`config.mk`:
```
export PLATFORM = sky130hd
export DESIGN_NAME = cop_ack_responder
export DESIGN_NICKNAME = d
export VERILOG_FILES = /design/src/rtl/cop_ack_pkg.sv /design/src/rtl/cop_sync.sv /design/src/rtl/cop_ack_fsm.sv /design/src/rtl/cop_regfile.sv /design/src/rtl/cop_ack_responder.sv
export SDC_FILE = /design/constraint.sdc
export NUM_CORES = 1
export LEC_CHECK = 0
export ABC_AREA = 1
export ABC_CLOCK_PERIOD_IN_PS = 3600
export BUFFER_PORTS_ARGS = -buffer_cell sky130_fd_sc_hd__buf_2
export CAP_MARGIN = 20
export CORE_ASPECT_RATIO = 1.5
export CORE_UTILIZATION = 50
export DETAILED_ROUTE_END_ITERATION = 6
export GPL_TIMING_DRIVEN = 0
export HOLD_SLACK_MARGIN = 0.06
export PLACE_DENSITY = 0.67
export SYNTH_ARGS = -nofsm -noshare
export SYNTH_HDL_FRONTEND = slang
export SYNTH_HIERARCHICAL = 1
export SYNTH_SLANG_ARGS = --single-unit
```
`constraint.sdc`:
```
create_clock -name clk -period 3.6 [get_ports clk]
set_clock_uncertainty 0.05 [all_clocks]
set_input_delay 0 -clock clk [delete_from_list [all_inputs] [get_ports clk]]
set_output_delay 0 -clock clk [all_outputs]
set_load 0.005 [all_outputs]
```
`src/rtl/cop_ack_pkg.sv`:
```
package cop_ack_pkg;

    localparam int DATA_W   = 32;
    localparam int NUM_DATA = 8;
    localparam int NUM_REGS = NUM_DATA + 3;
    localparam int RF_AW    = $clog2(NUM_REGS + 5);
    localparam int WAIT_W   = 3;
    localparam int SYNC_W   = 4;

    localparam logic [DATA_W-1:0] QUIET_NAN = 32'h7FC0_0000;

    localparam int CTRL_IDX   = NUM_DATA;
    localparam int STATUS_IDX = NUM_DATA + 1;
    localparam int IADDR_IDX  = NUM_DATA + 2;

    typedef enum logic [1:0] {
        ST_IDLE  = 2'd0,
        ST_WAIT  = 2'd1,
        ST_ACK   = 2'd2,
        ST_DRVHI = 2'd3
    } ack_state_e;

    typedef struct packed {
        logic cs_n;
        logic as_n;
        logic ds_n;
        logic rw;
    } bus_ctl_t;

    localparam logic [1:0] CODE_WAIT = 2'b11;
    localparam logic [1:0] CODE_P32  = 2'b00;
    localparam logic [1:0] CODE_P16  = 2'b10;
    localparam logic [1:0] CODE_P8   = 2'b01;

    function automatic logic [1:0] port_code(input logic [1:0] width, input logic a4);
        logic [1:0] code;
        if (width == 2'b00)      code = CODE_P8;
        else if (width == 2'b01) code = CODE_P16;
        else if (a4)             code = CODE_P32;
        else                     code = CODE_P16;
        return code;
    endfunction

endpackage

```
`src/rtl/cop_sync.sv`:
```
module cop_sync #(
    parameter int          W       = 4,
    parameter logic [W-1:0] RST_VAL = '1
) (
    input  logic         clk,
    input  logic         rst_n,
    input  logic [W-1:0] d,
    output logic [W-1:0] q
);
    for (genvar i = 0; i < W; i++) begin : g_bit
        logic meta, stab;
        always_ff @(posedge clk) begin
            if (!rst_n) begin
                meta <= RST_VAL[i];
                stab <= RST_VAL[i];
            end else begin
                meta <= d[i];
                stab <= meta;
            end
        end
        assign q[i] = stab;
    end
endmodule

```
`src/rtl/cop_ack_fsm.sv`:
```
module cop_ack_fsm
    import cop_ack_pkg::*;
(
    input  logic              clk,
    input  logic              rst_n,
    input  bus_ctl_t          ctl_s,
    input  logic              a4,
    input  logic [1:0]        width_cfg,
    input  logic [WAIT_W-1:0] wait_cfg,
    output logic [1:0]        ack_n,
    output logic [1:0]        ack_oe
);
    ack_state_e        state;
    logic [WAIT_W-1:0] cnt;
    logic [WAIT_W-1:0] cnt_dec;
    logic [1:0]        code_q;
    logic              as_prev, ds_prev;
    logic              ready, cyc_end, start;

    assign ready   = ctl_s.rw | ~ctl_s.ds_n;
    assign cyc_end = (ctl_s.as_n & ~as_prev) | (ctl_s.ds_n & ~ds_prev);
    assign start   = ~ctl_s.cs_n & ~ctl_s.as_n;
    assign cnt_dec = (cnt != '0) ? cnt - 1'b1 : '0;

    always_ff @(posedge clk) begin
        if (!rst_n) begin
            state   <= ST_IDLE;
            cnt     <= '0;
            code_q  <= CODE_WAIT;
            as_prev <= 1'b1;
            ds_prev <= 1'b1;
        end else begin
            as_prev <= ctl_s.as_n;
            ds_prev <= ctl_s.ds_n;
            unique case (state)
                ST_IDLE: if (start) begin
                    code_q <= port_code(width_cfg, a4);
                    cnt    <= wait_cfg;
                    state  <= (wait_cfg == '0 && ready) ? ST_ACK : ST_WAIT;
                end
                ST_WAIT: begin
                    if (cyc_end) state <= ST_DRVHI;
                    else begin
                        cnt <= cnt_dec;
                        if (cnt_dec == '0 && ready) state <= ST_ACK;
                    end
                end
                ST_ACK:   if (cyc_end) state <= ST_DRVHI;
                ST_DRVHI: state <= ST_IDLE;
                default:  state <= ST_IDLE;
            endcase
        end
    end

    always_comb begin
        ack_oe = (state == ST_IDLE) ? 2'b00 : 2'b11;
        ack_n  = (state == ST_ACK) ? code_q : CODE_WAIT;
    end

    // enables fall only after a clock of driven-high lines
    a_r7_release_after_high: assert property (@(posedge clk) disable iff (!rst_n)
        $fell(ack_oe[0]) |-> $past(ack_n) == CODE_WAIT);

    // width pattern stays constant while acknowledging
    a_r6_code_stable: assert property (@(posedge clk) disable iff (!rst_n)
        (state == ST_ACK && $past(state) == ST_ACK) |-> $stable(ack_n));

    // leaving idle needs synchronized chip select and address strobe low
    a_r2_start_needs_select: assert property (@(posedge clk) disable iff (!rst_n)
        ($past(state) == ST_IDLE && state != ST_IDLE) |-> $past(start));

    // full-width pattern only on a 32-bit configuration
    a_r3_full_width_only_32: assert property (@(posedge clk) disable iff (!rst_n)
        (ack_oe[0] && ack_n == CODE_P32) |-> width_cfg[1]);

    // direct acknowledge from idle only with a zero wait count
    a_r5_no_early_ack: assert property (@(posedge clk) disable iff (!rst_n)
        ($past(state) == ST_IDLE && state == ST_ACK) |-> $past(wait_cfg) == '0);

    // a write reaches the acknowledge state only with data strobe low
    a_r10_write_needs_ds: assert property (@(posedge clk) disable iff (!rst_n)
        ($past(state) != ST_ACK && state == ST_ACK) |-> $past(ready));
endmodule

```
`src/rtl/cop_regfile.sv`:
```
module cop_regfile
    import cop_ack_pkg::*;
(
    input  logic              clk,
    input  logic              rst_n,
    input  logic              we,
    input  logic [RF_AW-1:0]  waddr,
    input  logic [DATA_W-1:0] wdata,
    input  logic [RF_AW-1:0]  raddr,
    output logic [DATA_W-1:0] rdata
);
    logic [DATA_W-1:0] regs [NUM_REGS];

    for (genvar i = 0; i < NUM_REGS; i++) begin : g_reg
        localparam logic [DATA_W-1:0] INIT = (i < NUM_DATA) ? QUIET_NAN : '0;
        always_ff @(posedge clk) begin
            if (!rst_n)                                  regs[i] <= INIT;
            else if (we && waddr == RF_AW'(i))           regs[i] <= wdata;
        end
    end

    always_comb begin
        rdata = '0;
        for (int j = 0; j < NUM_REGS; j++)
            if (raddr == RF_AW'(j)) rdata = regs[j];
    end

    // one clock of reset leaves the control register cleared
    a_r8_ctrl_cleared: assert property (@(posedge clk)
        (!rst_n) |=> regs[CTRL_IDX] == '0);

    // one clock of reset leaves data register 0 at the quiet NaN
    a_r8_data_qnan: assert property (@(posedge clk)
        (!rst_n) |=> regs[0] == QUIET_NAN);
endmodule

```
`src/rtl/cop_ack_responder.sv`:
```
module cop_ack_responder
    import cop_ack_pkg::*;
(
    input  logic              clk,
    input  logic              rst_n,
    input  logic              cs_n,
    input  logic              as_n,
    input  logic              ds_n,
    input  logic              rw,
    input  logic              a4,
    input  logic [1:0]        width_cfg,
    input  logic [WAIT_W-1:0] wait_cfg,
    output logic [1:0]        ack_n,
    output logic [1:0]        ack_oe,
    input  logic              rf_we,
    input  logic [RF_AW-1:0]  rf_waddr,
    input  logic [DATA_W-1:0] rf_wdata,
    input  logic [RF_AW-1:0]  rf_raddr,
    output logic [DATA_W-1:0] rf_rdata
);
    bus_ctl_t ctl_raw, ctl_s;

    assign ctl_raw = '{cs_n: cs_n, as_n: as_n, ds_n: ds_n, rw: rw};

    cop_sync #(.W(SYNC_W), .RST_VAL('1)) u_sync (
        .clk   (clk),
        .rst_n (rst_n),
        .d     (ctl_raw),
        .q     (ctl_s)
    );

    cop_ack_fsm u_fsm (
        .clk       (clk),
        .rst_n     (rst_n),
        .ctl_s     (ctl_s),
        .a4        (a4),
        .width_cfg (width_cfg),
        .wait_cfg  (wait_cfg),
        .ack_n     (ack_n),
        .ack_oe    (ack_oe)
    );

    cop_regfile u_rf (
        .clk   (clk),
        .rst_n (rst_n),
        .we    (rf_we),
        .waddr (rf_waddr),
        .wdata (rf_wdata),
        .raddr (rf_raddr),
        .rdata (rf_rdata)
    );

    // enable pair always matches
    a_r1_enable_pair: assert property (@(posedge clk) disable iff (!rst_n)
        ack_oe[0] == ack_oe[1]);
endmodule

```
==> results_dict.tcl, run 1 <==
set metrics [dict create \
    status "finished, final reports clean" \
    pwr-share-seq_pct 53.4 \
    cp_cell_sequence "inv_1 > ha_1 > nand2_1 > a21oi_1 > o21ai_0 > dlygate4sd3_1 > nand3_1 > dlygate4sd3_1" \
    cts_sinks 369 \
    grt_pass1_vias 11965 \
    synth_top_area_share_pct 64.9 \
    layout.nets 1851 \
    irDropWorstVdd_uv 394 \
    synth_ff_type "edfxtp_1" \
    worst_setup_path_start_kind "flip-flop" \
    gp_congestion 0.843 \
    worstPathRequired_ps 3960 \
    multi_input_area_um2 4460 \
    combPwrFrac_pct 9.3 \
    dpl.hpwl_mm 29.9 \
    first_pass_iters 7 \
    hold_violations 0 \
    synth_area_leader_cell "edfxtp_1" \
    cts_setup_buffers 0 \
    synth-seq-cells 369 \
    viasPerCell 5.38 \
    initial_core_util_pct 51.0 \
    cts_tree "yes" \
    grt_antenna_before_repair 0 \
    nFillCells 2639 \
    fp.dieH_um 223 \
    fin_crit_sh_pct 66.8 \
    switching_share_pct 23.8 \
    worstMarginPinSlew_ps 926 \
    die_x_um 149 \
    clock_latency_ps 520 \
    cp-end-kind "flip-flop" \
    whs_path_depth 4 \
    syn_nets 1660 \
    grt_max_degree 33 \
    drt_wl_total_mm 42.9 \
    drcViolationCount 0 \
    rr_worst_depth 8 \
    cp_num_cells 8 \
    ys_seq_area_share_pct 66.9 \
    pin_count 89 \
    clock_path_buffers 3 \
    overflow 0 \
    core_um2 31900 \
    grt_util_met1_pct 28.2 \
    hp-class "in2reg" \
    p_leak_uw 0.00742 \
    p_sw_uw 2250 \
    cts_resized 0 \
    synth.avg_cell_area_um2 10.2 \
    met3_usage_pct 2.88 \
    power_density_nw_per_um2 494 \
    fin_util_pct 59.9 \
    crit_arrival_ps 2770 \
    cts_inserted_buffers 35 \
    max_freq_ghz 0.416 \
    rsz0062_at_grt "no" \
    routed-via-count 12003 \
    internal-power_uw 7190 \
    yosysWarnings 6 \
    drive_gt1_share_pct 12.8 \
    row_count 80 \
    io_buffers 88 \
    grt_pass1_wl_mm 65.3 \
    finalSetupViolCount 0 \
    syn_inst 1602 \
    slew_viol_final 0 \
    drt_iter0_drc 876 \
    diodes 0 \
    cp_num_buf_inv 3 \
    h-tree-depth 2 \
    synth_edf_count 352 \
    die-area_um2 33300 \
    maxCapViolCount 0 \
    hold_ws_ps 266 \
    crit_path_top_delay_cell "dlygate4sd3_1" \
    hold_buffers 61 \
    critPathKind "reg2reg" \
    use_met2_pct 50.6 \
    ant_nets 0 \
    post-route-min-period_ps 2410 \
    synth.cell_area_um2 16300 \
    async_flop_share_pct 0 \
    clock_power_share_pct 37.3 \
    finalWorstSetupSlack_ps 1190 \
    wire_per_inst_um 19.2 \
    cts_root_buffer "clkbuf_16" \
    place_ws_ps 1380 \
    areaGrowthSynthToFinish_pct 17.3 \
    cp_max_fo 5 \
    seq_area_um2 10900 \
    cpMostUsedCell "dlygate4sd3_1" \
    path_clk_slew_ps 70 \
    p_total_uw 9440 \
    synth_area_leaders "edfxtp_1, nor2_1, nand2_1" \
    yosysUniqueCellTypes 28 \
    slew_headroom_pct 38.0 \
    path_delay_family "buffers and inverters" \
    grt_use_total_pct 26.6 \
    grt_busiest_layer "met2" \
    slowest_delay_ps 570 \
]
tightest hold or removal path, stage by stage:
cell and delay [ps]:
dlygate4sd3_1 520, buf_2 90, inv_1 40, nor2_1 80
synth_stat cells, types with 2 or more instances:
library cell / instances
nand4_1: 62
buf_4: 7
inv_2: 17
nor2_1: 362
buf_6: 8
buf_2: 24
nand2_2: 2
edfxtp_1: 352
o21ai_0: 12
dfxtp_1: 17
nand3_1: 145
inv_1: 106
nor2_2: 5
nor3_4: 4
a21oi_1: 35
buf_1: 2
ha_1: 5
or2_0: 24
clkbuf_1: 69
nand2_1: 327
nor2_4: 4
or2_2: 4
o21ai_1: 4
cell families after synthesis:
kind of cell | Yosys count | synth area share [%]
flops | 369 | 66.9
fa+ha+maj | 5 | 0.384
buf+inv | 233 | 6.08
simple gates | 942 | 24.9
compound gates | 53 | 1.67
cell usage in the layout (no fill, tap or decap), types with 5 or more instances in the layout:
master / Yosys / routed
nand2_2: 2 / 8
inv_2: 17 / 17
ha_1: 5 / 5
buf_2: 24 / 112
nor2_2: 5 / 5
clkbuf_16: 0 / 35
nand3_1: 145 / 145
nor2_1: 362 / 362
dfxtp_1: 17 / 17
edfxtp_1: 352 / 352
o21ai_0: 12 / 8
buf_4: 7 / 7
buf_6: 8 / 8
inv_1: 106 / 106
clkinv_2: 0 / 11
dlygate4sd3_1: 0 / 61
nand4_1: 62 / 62
clkbuf_1: 69 / 74
or2_0: 24 / 24
nand2_1: 327 / 321
clkinv_1: 0 / 6
a21oi_1: 35 / 35
power groups by stage:
stage	combinational, µW	clock, µW	sequential (µW)
after global placement	784	0	5130
after floorplan	471	0	5110
after CTS	881	3580	5040
final	876	3530	5040
after global routing	961	3720	5060
after detailed placement	825	0	5130
state kept, by name (all words and copies together), names as in the netlist:
signal,flops
u_sync/g_bit.stab,4
u_fsm/ds_prev,1
u_fsm/state,2
u_fsm/as_prev,1
u_fsm/cnt,3
u_sync/g_bit.meta,4
u_fsm/code_q,2
u_rf/regs,352
layer usage:
layer | wire length (µm) | vias up | share of wire (%)
li1 | - | 5698 | -
met3 | 1800 | 114 | 4.2
met5 | 0 | - | 0
met4 | 2420 | 0 | 5.6
met2 | 24000 | 353 | 56
met1 | 14700 | 5838 | 34
through the flow:
step                      cells  TNS [ps]  cell area, µm²
final                      2229         0           19100
after global routing       2229         0           19100
after CTS                  2229         0           19100
after detailed placement   2105         0           17400
after global placement     2100    -84720           17300
after floorplan            1602         0           16300
final timing paths:
check | from | end | slack, ps
worst max-delay path | u_fsm/state[0] | u_fsm/code_q[1] | 1190
worst min register to register | u_sync/g_bit[1].meta | u_sync/g_bit[1].stab | 350
worst min-delay path | rf_wdata[13] | u_rf/regs[1][13] | 270
worst max register to register | u_fsm/state[0] | u_fsm/code_q[1] | 1190
cell type report:
class / instances / share of cell area, %
Multi-Input combinational cell: 1000 / 23.3
Clock inverter: 23 / 0.916
Tap cell: 410 / 2.68
Clock buffer: 40 / 4.68
Sequential cell: 369 / 57.1
Inverter: 123 / 2.42
Timing Repair Buffer: 154 / 6.14
Buffer: 110 / 2.77
Power figures use the tool's default switching activity.
==> inputs of run 2 (changes only) <==
ABC_CLOCK_PERIOD_IN_PS = 2200   (was 3600)
PLACE_DENSITY = 0.7   (was 0.67)
clock period = 2.2 ns   (was 3.6 ns; I/O delays follow)
==> run 2 against run 1 <==
Combinational power up 66%. Critical endpoint is now u_rf/regs[4][17]. Die area unchanged. Clock-buffer cell count up 4. Highest routed layer unchanged. Core utilization increased by 0.41 points. Routed wire length grew 0.93%. Largest cell class unchanged.
==> results_dict.tcl, run 2 (same netlist as run 1, synthesis figures left out) <==
set metrics [dict create \
    overflow 0 \
    use_met2_pct 50.1 \
    grt_max_degree 33 \
    grt_pass1_wl_mm 65.4 \
    cp-end-kind "flip-flop" \
    largest_register_ffs 352 \
    critPathKind "in2reg" \
    initial_core_util_pct 51.0 \
    place_ws_ps -243 \
    cts_sinks 369 \
    grt_util_met1_pct 27.7 \
    crit_arrival_ps 2430 \
    power_density_nw_per_um2 818 \
    p_leak_uw 0.00747 \
    gp_congestion 0.829 \
    status "finished, final reports clean" \
    fin_util_pct 60.3 \
    worstPathRequired_ps 2530 \
    clock_path_buffers 3 \
    irDropWorstVdd_uv 710 \
    layout.nets 1857 \
    regMostFlops "u_rf/regs" \
    drcViolationCount 0 \
    drive_gt1_share_pct 12.9 \
    path_clk_slew_ps 60 \
    p_sw_uw 3700 \
    fp.dieH_um 223 \
    finalSetupViolCount 0 \
    fin_crit_sh_pct 95.1 \
    cts_tree "yes" \
    cts_inserted_buffers 35 \
    max_freq_ghz 0.478 \
    nFillCells 2580 \
    routed-via-count 12156 \
    clock_latency_ps 520 \
    slew_headroom_pct 35.1 \
    cpMostUsedCell "dlygate4sd3_1" \
    maxCapViolCount 0 \
    crit_path_top_delay_cell "dlygate4sd3_1" \
    grt_use_total_pct 26.8 \
    finalWorstSetupSlack_ps 107 \
    wire_per_inst_um 19.4 \
    worst_setup_path_start_kind "primary input" \
    die_x_um 149 \
    slowest_delay_ps 790 \
    layout_common_cells "nor2_1, edfxtp_1, nand2_1" \
    seq_area_um2 10900 \
    worstMarginPinSlew_ps 971 \
    drt_wl_total_mm 43.3 \
    final_cell_count_no_fill 2235 \
    first_pass_iters 5 \
    grt_pass1_vias 12019 \
    drt_iter0_drc 973 \
    grt_antenna_before_repair 0 \
    switching_share_pct 23.5 \
    hp-class "in2reg" \
    met3_usage_pct 2.88 \
    post-route-min-period_ps 2090 \
    io_buffers 88 \
    hold_violations 0 \
    combPwrFrac_pct 9.2 \
    cts_root_buffer "clkbuf_16" \
    row_count 80 \
    viasPerCell 5.44 \
    layout_commonest_cell "nor2_1" \
    clock_power_share_pct 38.3 \
    cp_cell_sequence "dlygate4sd3_1 > buf_2 > nand3_4 > dlygate4sd3_1 > nor3_4 > inv_2 > buf_6 > nor2_1" \
    cp_max_fo 10 \
    rsz0062_at_grt "no" \
    pwr-share-seq_pct 52.4 \
    placedCellCount 2106 \
    areaGrowthSynthToFinish_pct 18.1 \
    grt_busiest_layer "met2" \
    slew_viol_final 0 \
    core_um2 31900 \
    internal-power_uw 12000 \
    diodes 0 \
    reg.largest.list "u_rf/regs x352, u_sync/g_bit.meta x4, u_sync/g_bit.stab x4" \
    ant_nets 0 \
    pin_count 89 \
    h-tree-depth 2 \
    die-area_um2 33300 \
    dpl.hpwl_mm 29.9 \
    multi_input_area_um2 4460 \
]
==> run 2: changes by cell type in the layout (fill, tap and decap cells not counted), moves of 2 or more <==
cell / change
buf_4: +4
clkbuf_1: +2
clkbuf_16: +2
clkinv_1: +2
clkinv_2: -9
clkinv_4: +2
clkinvlp_4: +2
inv_6: -2
==> run 2: metrics by stage <==
stage               cell area [µm²]  power [µW]  hold slack, ps  setup TNS, ps
finish                        19200       15700             131              0
global route                  19200       16200             170              0
CTS                           19200       15800             132              0
detailed placement            17500        9760             128          -4820
global placement              17300        9670             118         -77540
floorplan                     16300        9140            34.8          -2260
==> run 2: critical path: cells and delay by family <==
kind                   cells  cell delay (ps)
buffers and inverters      5             1780
AND/OR/NAND/NOR            3              650
==> run 2: cell type report <==
cell class / instances / area share (%)
Multi-Input combinational cell: 1000 / 23.2
Buffer: 110 / 2.76
Sequential cell: 369 / 56.7
Tap cell: 410 / 2.67
Timing Repair Buffer: 160 / 6.41
Clock inverter: 19 / 0.975
Clock buffer: 44 / 4.95
Inverter: 123 / 2.40
==> run 2: worst paths after layout <==
path | end | from | cells past startpoint | slack [ps]
worst max-delay path | u_rf/regs[4][17] | rf_waddr[2] | 8 | 110
worst min-delay path | u_rf/regs[6][28] | rst_n | 4 | 130
worst max register to register | u_fsm/cnt[0] | u_fsm/state[0] | 9 | 180
worst min register to register | u_sync/g_bit[3].stab | u_sync/g_bit[3].meta | 2 | 350
==> run 2: power by group through the flow <==
stage               Combinational [µW]  Sequential (µW)  Clock (µW)
global route                      1590             8290        6350
CTS                               1450             8250        6110
detailed placement                1360             8400           0
finish                            1450             8250        6030
floorplan                          774             8360           0
global placement                  1280             8390           0
==> run 2: layer usage <==
layer	vias to the layer above	part of all wire, %
met3	143	4.7
met5	-	0
met1	5857	33
met2	441	55
li1	5715	-
met4	0	6.7
==> run 2: what timing repair did <==
action	4_1_cts	5_1_grt
setup endpoints to repair	0	31
resized for setup	0	2
endpoints found under the hold margin	133	0
setup buffers	0	4
hold buffers	62	0
